==> src/rtl/chunklog_pkg.sv <==
package chunklog_pkg;

    localparam int PKT_W   = 128;
    localparam int KIND_W  = 3;
    localparam int CAUSE_W = 4;
    localparam int DELTA_W = 32;
    localparam int CSIZE_W = 20;
    localparam int SWIN_W  = 5;
    localparam int ACNT_W  = 16;
    localparam int TS_W    = 64;

    localparam logic [KIND_W-1:0] KIND_CHUNK = 3'd0;
    localparam logic [KIND_W-1:0] KIND_STAMP = 3'd1;

    typedef struct packed {
        logic [CAUSE_W-1:0] cause;
        logic [CSIZE_W-1:0] csize;
        logic [SWIN_W-1:0]  swin;
        logic [ACNT_W-1:0]  acount;
    } term_t;

    typedef struct packed {
        logic [PKT_W-KIND_W-CAUSE_W-DELTA_W-CSIZE_W-SWIN_W-ACNT_W-1:0] rsv;
        logic [ACNT_W-1:0]  acount;
        logic [SWIN_W-1:0]  swin;
        logic [CSIZE_W-1:0] csize;
        logic [DELTA_W-1:0] tdelta;
        logic [CAUSE_W-1:0] cause;
        logic [KIND_W-1:0]  kind;
    } chunk_pkt_t;

    typedef struct packed {
        logic [PKT_W-KIND_W-CAUSE_W-TS_W-1:0] rsv_hi;
        logic [TS_W-1:0]    tabs;
        logic [CAUSE_W-1:0] rsv_lo;
        logic [KIND_W-1:0]  kind;
    } stamp_pkt_t;

    function automatic chunk_pkt_t make_chunk(term_t t, logic [DELTA_W-1:0] d);
        chunk_pkt_t p;
        p        = '0;
        p.kind   = KIND_CHUNK;
        p.cause  = t.cause;
        p.tdelta = d;
        p.csize  = t.csize;
        p.swin   = t.swin;
        p.acount = t.acount;
        return p;
    endfunction

    function automatic stamp_pkt_t make_stamp(logic [TS_W-1:0] ts);
        stamp_pkt_t p;
        p      = '0;
        p.kind = KIND_STAMP;
        p.tabs = ts;
        return p;
    endfunction

endpackage

==> src/rtl/chunklog_stamp.sv <==
module chunklog_stamp
    import chunklog_pkg::*;
(
    input  logic               clk,
    input  logic               rst,
    input  logic [TS_W-1:0]    gtime,
    input  logic               load,
    output logic               need_abs,
    output logic [DELTA_W-1:0] delta,
    output logic               ovf_term,
    output logic               base_valid
);

    logic [TS_W-1:0] base_q;
    logic            valid_q;
    logic [TS_W-1:0] diff;
    logic            over;

    always_ff @(posedge clk) begin
        if (rst) begin
            base_q  <= '0;
            valid_q <= 1'b0;
        end else if (load) begin
            base_q  <= gtime;
            valid_q <= 1'b1;
        end
    end

    always_comb begin
        diff       = gtime - base_q;
        over       = valid_q && (diff[TS_W-1:DELTA_W] != '0);
        need_abs   = !valid_q || over;
        delta      = need_abs ? '0 : diff[DELTA_W-1:0];
        ovf_term   = over;
        base_valid = valid_q;
    end

endmodule

==> src/rtl/chunklog_packer.sv <==
module chunklog_packer
    import chunklog_pkg::*;
(
    input  term_t              term,
    input  logic               need_abs,
    input  logic [DELTA_W-1:0] delta,
    input  logic [TS_W-1:0]    gtime,
    output logic [PKT_W-1:0]   pkt0,
    output logic [PKT_W-1:0]   pkt1,
    output logic               two
);

    chunk_pkt_t c_pkt;
    stamp_pkt_t s_pkt;

    always_comb begin
        c_pkt = make_chunk(term, delta);
        s_pkt = make_stamp(gtime);
        two   = need_abs;
        pkt0  = need_abs ? PKT_W'(s_pkt) : PKT_W'(c_pkt);
        pkt1  = PKT_W'(c_pkt);
    end

endmodule

==> src/rtl/chunklog_linebuf.sv <==
module chunklog_linebuf
    import chunklog_pkg::*;
#(
    parameter int LINE_PKTS = 4,
    parameter int ENTRIES   = 4,
    parameter int ADDR_W    = 32,
    parameter logic [ADDR_W-1:0] LOG_BASE = '0,
    localparam int SLOTS      = LINE_PKTS * ENTRIES,
    localparam int IDX_W      = $clog2(SLOTS),
    localparam int PTR_W      = IDX_W + 1,
    localparam int LP_W       = $clog2(LINE_PKTS),
    localparam int LINE_W     = LINE_PKTS * PKT_W,
    localparam int LINE_BYTES = LINE_W / 8
)(
    input  logic              clk,
    input  logic              rst,
    input  logic              wr_en,
    input  logic              wr_two,
    input  logic [PKT_W-1:0]  wr_pkt0,
    input  logic [PKT_W-1:0]  wr_pkt1,
    input  logic              mem_ready,
    output logic [PTR_W-1:0]  occ,
    output logic [PTR_W-1:0]  free_slots,
    output logic              mem_req,
    output logic [LINE_W-1:0] mem_line,
    output logic [ADDR_W-1:0] mem_addr
);

    logic [PKT_W-1:0]  slot_q [SLOTS];
    logic [PTR_W-1:0]  wr_ptr_q, rd_ptr_q;
    logic [ADDR_W-1:0] addr_q;
    logic [IDX_W-1:0]  wr_idx, nxt_idx;
    logic [IDX_W-LP_W-1:0] rd_line;
    logic              take;

    assign wr_idx  = wr_ptr_q[IDX_W-1:0];
    assign nxt_idx = wr_idx + IDX_W'(1);
    assign rd_line = rd_ptr_q[IDX_W-1:LP_W];

    always_ff @(posedge clk) begin
        if (wr_en) begin
            slot_q[wr_idx] <= wr_pkt0;
            if (wr_two) begin
                slot_q[nxt_idx] <= wr_pkt1;
            end
        end
    end

    always_comb begin
        occ        = wr_ptr_q - rd_ptr_q;
        free_slots = PTR_W'(SLOTS) - occ;
        mem_req    = occ >= PTR_W'(LINE_PKTS);
        take       = mem_req && mem_ready;
        mem_addr   = addr_q;
    end

    always_ff @(posedge clk) begin
        if (rst) begin
            wr_ptr_q <= '0;
            rd_ptr_q <= '0;
            addr_q   <= LOG_BASE;
        end else begin
            if (wr_en) begin
                wr_ptr_q <= wr_ptr_q + (wr_two ? PTR_W'(2) : PTR_W'(1));
            end
            if (take) begin
                rd_ptr_q <= rd_ptr_q + PTR_W'(LINE_PKTS);
                addr_q   <= addr_q + ADDR_W'(LINE_BYTES);
            end
        end
    end

    for (genvar k = 0; k < LINE_PKTS; k++) begin : g_lane
        assign mem_line[k*PKT_W +: PKT_W] = slot_q[{rd_line, LP_W'(k)}];
    end

endmodule

==> src/rtl/chunklog_top.sv <==
module chunklog_top
    import chunklog_pkg::*;
#(
    parameter int LINE_PKTS = 4,
    parameter int ENTRIES   = 4,
    parameter int ADDR_W    = 32,
    parameter logic [ADDR_W-1:0] LOG_BASE = 'h0010_0000,
    localparam int SLOTS  = LINE_PKTS * ENTRIES,
    localparam int PTR_W  = $clog2(SLOTS) + 1,
    localparam int LINE_W = LINE_PKTS * PKT_W
)(
    input  logic               clk,
    input  logic               rst,
    input  logic               term_valid,
    input  logic [CAUSE_W-1:0] term_reason,
    input  logic [CSIZE_W-1:0] term_size,
    input  logic [SWIN_W-1:0]  term_rsw,
    input  logic [ACNT_W-1:0]  term_iav,
    input  logic [TS_W-1:0]    gtime,
    input  logic               mem_ready,
    output logic               stall,
    output logic               ovf_term,
    output logic               mem_req,
    output logic [LINE_W-1:0]  mem_line,
    output logic [ADDR_W-1:0]  mem_addr
);

    term_t              term;
    logic               need_abs;
    logic [DELTA_W-1:0] delta;
    logic               base_valid;
    logic [PKT_W-1:0]   pkt0, pkt1;
    logic               two;
    logic               accept;
    logic [PTR_W-1:0]   occ, free_slots, need_cnt;

    assign term = '{cause: term_reason, csize: term_size, swin: term_rsw, acount: term_iav};

    chunklog_stamp u_stamp (
        .clk        (clk),
        .rst        (rst),
        .gtime      (gtime),
        .load       (accept && need_abs),
        .need_abs   (need_abs),
        .delta      (delta),
        .ovf_term   (ovf_term),
        .base_valid (base_valid)
    );

    chunklog_packer u_packer (
        .term     (term),
        .need_abs (need_abs),
        .delta    (delta),
        .gtime    (gtime),
        .pkt0     (pkt0),
        .pkt1     (pkt1),
        .two      (two)
    );

    always_comb begin
        need_cnt = two ? PTR_W'(2) : PTR_W'(1);
        stall    = term_valid && (free_slots < need_cnt);
        accept   = term_valid && !stall;
    end

    chunklog_linebuf #(
        .LINE_PKTS (LINE_PKTS),
        .ENTRIES   (ENTRIES),
        .ADDR_W    (ADDR_W),
        .LOG_BASE  (LOG_BASE)
    ) u_buf (
        .clk        (clk),
        .rst        (rst),
        .wr_en      (accept),
        .wr_two     (two),
        .wr_pkt0    (pkt0),
        .wr_pkt1    (pkt1),
        .mem_ready  (mem_ready),
        .occ        (occ),
        .free_slots (free_slots),
        .mem_req    (mem_req),
        .mem_line   (mem_line),
        .mem_addr   (mem_addr)
    );

endmodule

==> config.mk <==
export PLATFORM = sky130hd
export DESIGN_NAME = chunklog_top
export DESIGN_NICKNAME = d
export VERILOG_FILES = /design/src/rtl/chunklog_pkg.sv /design/src/rtl/chunklog_stamp.sv /design/src/rtl/chunklog_packer.sv /design/src/rtl/chunklog_linebuf.sv /design/src/rtl/chunklog_top.sv
export SDC_FILE = /design/constraint.sdc
export NUM_CORES = 2
export LEC_CHECK = 0
export BUFFER_PORTS_ARGS = -buffer_cell sky130_fd_sc_hd__buf_2
export CORE_MARGIN = 2
export CORE_UTILIZATION = 28
export DETAILED_ROUTE_END_ITERATION = 10
export REMOVE_ABC_BUFFERS = 1
export SLEW_MARGIN = 20
export SYNTH_ARGS = -nofsm -noshare
export SYNTH_HDL_FRONTEND = slang
export SYNTH_SLANG_ARGS = --single-unit
==> constraint.sdc <==
create_clock -name clk -period 11 [get_ports clk]
set_input_delay 0.55 -clock clk [delete_from_list [all_inputs] [get_ports clk]]
set_output_delay 0.55 -clock clk [all_outputs]
set_load 0.03 [all_outputs]
==> impl_metrics.yaml <==
setup_path:
  worstRegToRegCells: 23
  path_class: "reg -> reg"
  endpoint_kind: "flop"
  cp-start-kind: "flop"
  path_max_fanout: 42
  arrival_ps: 9090
  required_ps: 11440
route:
  drtIter0Drc: 4840
  drt-vias-per-instance: 5.23
  drc: 0
  routedWlPerCell_um: 28.1
  ant_nets: 0
  drtPass1Iterations: 6
  wl_um: 237000
  num_vias: 44000
yosys:
  syn_inst: 4881
  yosysTopAreaCell: "edfxtp_1"
  synthTopCellsByCount: "edfxtp_1 (1,232), nor2_1 (730), a22o_1 (512), mux4_2 (312), clkbuf_1 (267)"
  yosysUniqueCellTypes: 80
  yosys_warnings: 0
  avgSynthCellArea_um2: 13.5
  synth_top_area_share_pct: 56.2
  synth_most_common_cell: "edfxtp_1"
  async_flop_share_pct: 0
  synth_edf_count: 1232
  ys_ff_latch: 1349
  ys_seq_area_share_pct: 59.7
  netlist_area_um2: 65900
  synth-main-ff-cell: "edfxtp_1"
  yosys-top-cells-area: "edfxtp_1 (56%), mux4_2 (11%), a22o_1 (6.8%)"
global_route:
  antenna_found_initial: 63
  grt_pass1_wl_um: 327000
  use_met2_pct: 31.2
  grt_util_met3_pct: 4.73
  busiest_layer: "met2"
  grtUsageMet1_pct: 24.6
  grt_pass1_vias: 43200
  grtUsageTotal_pct: 19.2
  overflow: 0
  grt_max_degree: 149
clock_tree:
  numClockSinks: 1349
  cts-htree-levels: 4
  clockRootBuffer: "clkbuf_16"
  cts_setup_buffers: 0
  cts_tree: "yes"
  clockBufferDepth: 3
  clkTransAtPathRegs_ps: 60
  cts_made_buffers: 151
  clk_latency_ps: 820
worst_hold_path:
  whs_path_depth: 2
  hold_path_class: "in -> reg"
sta:
  slew_violations: 0
  fin_skew_ps: 40.5
  hold_viol: 0
  min_period_ps: 8660
  clock.fmax_mhz: 116
  timing.final.crit_share_pct: 78.7
  relSlewSlack_pct: 19.4
  setup_violations: 0
  finalSetupTns_ps: 0
  rsz0062_at_grt: "false"
  hold_ws_ps: 95.0
  worst_slew_pin_slew_ps: 1210
  fin_ws_ps: 2340
final_layout:
  multi_input_area_um2: 24000
  n_fill_cell: 23100
  synthToLayoutAreaGrowth_pct: 15.2
  drive_gt1_share_pct: 22.5
  finalNonFillerCells: 8422
  register_area_um2: 39300
  post-route-cell-area_um2: 75900
  nNetsFinal: 5332
power_and_ir_drop:
  powerDensity_nw_per_um2: 220
  peakVddDrop_mv: 0.167
  p_leak_uw: 0.0267
floorplan:
  rows: 178
  chipHeight_um: 489
  fp.coreArea_um2: 235000
  initial_utilization_pct: 28.1
  die_x_um: 489
  ios: 660
  die_area_um2: 239000
placement:
  dp.cells: 8103
  dp_slack_ps: 1930
  place_area_um2: 70700
  place_congestion: 0.944
  port_buffers: 453
  place_hpwl_um: 154000
outcome:
  status: "finished, final reports clean"
run:
  maxCapViolCount: 0
cell families after synthesis:
logic type               Yosys count  share of synthesized area (%)
XOR/XNOR                          71                          0.944
flip-flops                      1349                           59.7
AO/OA/AOI/OAI                    882                           10.4
AND/OR/NAND/NOR                 1290                           9.03
buffers and inverters            788                           5.98
multiplexers                     419                           12.3
adder cells (fa/ha/maj)           81                           1.57
other                              1                        0.00569
worst max-delay path: stages, from the launching register on:
cell,delay (ps)
dfxtp_1,330
inv_1,50
ha_1,470
a21oi_1,490
o21ai_0,320
a21oi_1,570
mux2_2,410
a31oi_1,220
nand4_1,170
nor4b_1,300
nand4_1,140
or4b_1,530
or3_1,580
inv_1,230
ha_1,160
nor2b_1,130
a2111oi_0,90
nor2b_1,630
and3_1,450
nand2_2,70
buf_4,300
o21ai_4,210
buf_4,550
buf_4,750
timing repair:
action                                 CTS  global route
gates resized for setup                  0             0
hold buffers                            31             0
endpoints found under the hold margin   31             0
routing by layer:
layer / vias up / part of all wire, %
li1: 18600 / -
met1: 22700 / 39
met2: 2303 / 47
met3: 406 / 9.4
met4: 18 / 3.8
met5: - / 0.044
cell usage in the layout (no fill, tap or decap), types with 12 or more instances in the layout:
cell type,instances
dfxtp_1,115
edfxtp_1,1232
nand2_1,106
o21ai_4,28
a21o_1,24
nor3_1,25
o21ai_0,60
mux2i_1,89
ha_1,78
a21oi_1,115
inv_1,91
clkbuf_16,152
xnor2_1,35
and2_1,220
nand3_1,51
nand4_1,51
mux4_2,312
o21a_1,14
nor2_1,726
conb_1,206
clkinv_2,15
and3_1,19
dlygate4sd3_1,31
diode_2,17
xor2_1,36
a22o_1,512
buf_4,106
clkinv_1,27
o211ai_1,18
o21bai_4,12
buf_2,452
clkbuf_1,39
final timing paths:
kind,slack [ps],startpoint,end
max,2340,u_stamp.base_q[43]$_SDFFE_PP0P_,u_buf.slot_q[15][66]$_DFFE_PP_
min,100,rst,u_buf.mem_addr[29]$_SDFFE_PP0P_
max reg2reg,2340,u_stamp.base_q[43]$_SDFFE_PP0P_,u_buf.slot_q[15][66]$_DFFE_PP_
min reg2reg,450,u_buf.slot_q[3][0]$_SDFFE_PP0N_,u_buf.slot_q[3][0]$_SDFFE_PP0N_
registers in the layout (all words and copies together), names as in the netlist, named ones only:
name                count
u_buf.rd_ptr_q          3
u_buf.slot_q         1248
u_stamp.base_valid      1
u_buf.wr_ptr_q          5
u_stamp.base_q         64
u_buf.mem_addr         26
layout make-up:
cell class	count	share of cell area, %
antenna	17	0.0561
clock buffer	192	5.22
clock inverter	78	1.04
inverter	91	0.450
multi-input combinational	2949	31.6
sequential	1349	51.8
tap	3150	5.19
timing repair buffer	596	4.61
power by group:
| group | internal [uW] | leakage (uW) | switching [uW] |
|---|---|---|---|
| clock network | 2790 | 0.00229 | 2160 |
| registers | 6150 | 0.0126 | 157 |
| logic | 1640 | 0.0118 | 3790 |
per-stage QoR:
step | power (uW) | utilization (%)
floorplan | 10200 | -
global placement | 11900 | 30.1
detailed placement | 11900 | 30.1
CTS | 16800 | 32.3
global route | 17300 | 32.4
finish | 16700 | 32.4
Power figures use the tool's default switching activity.
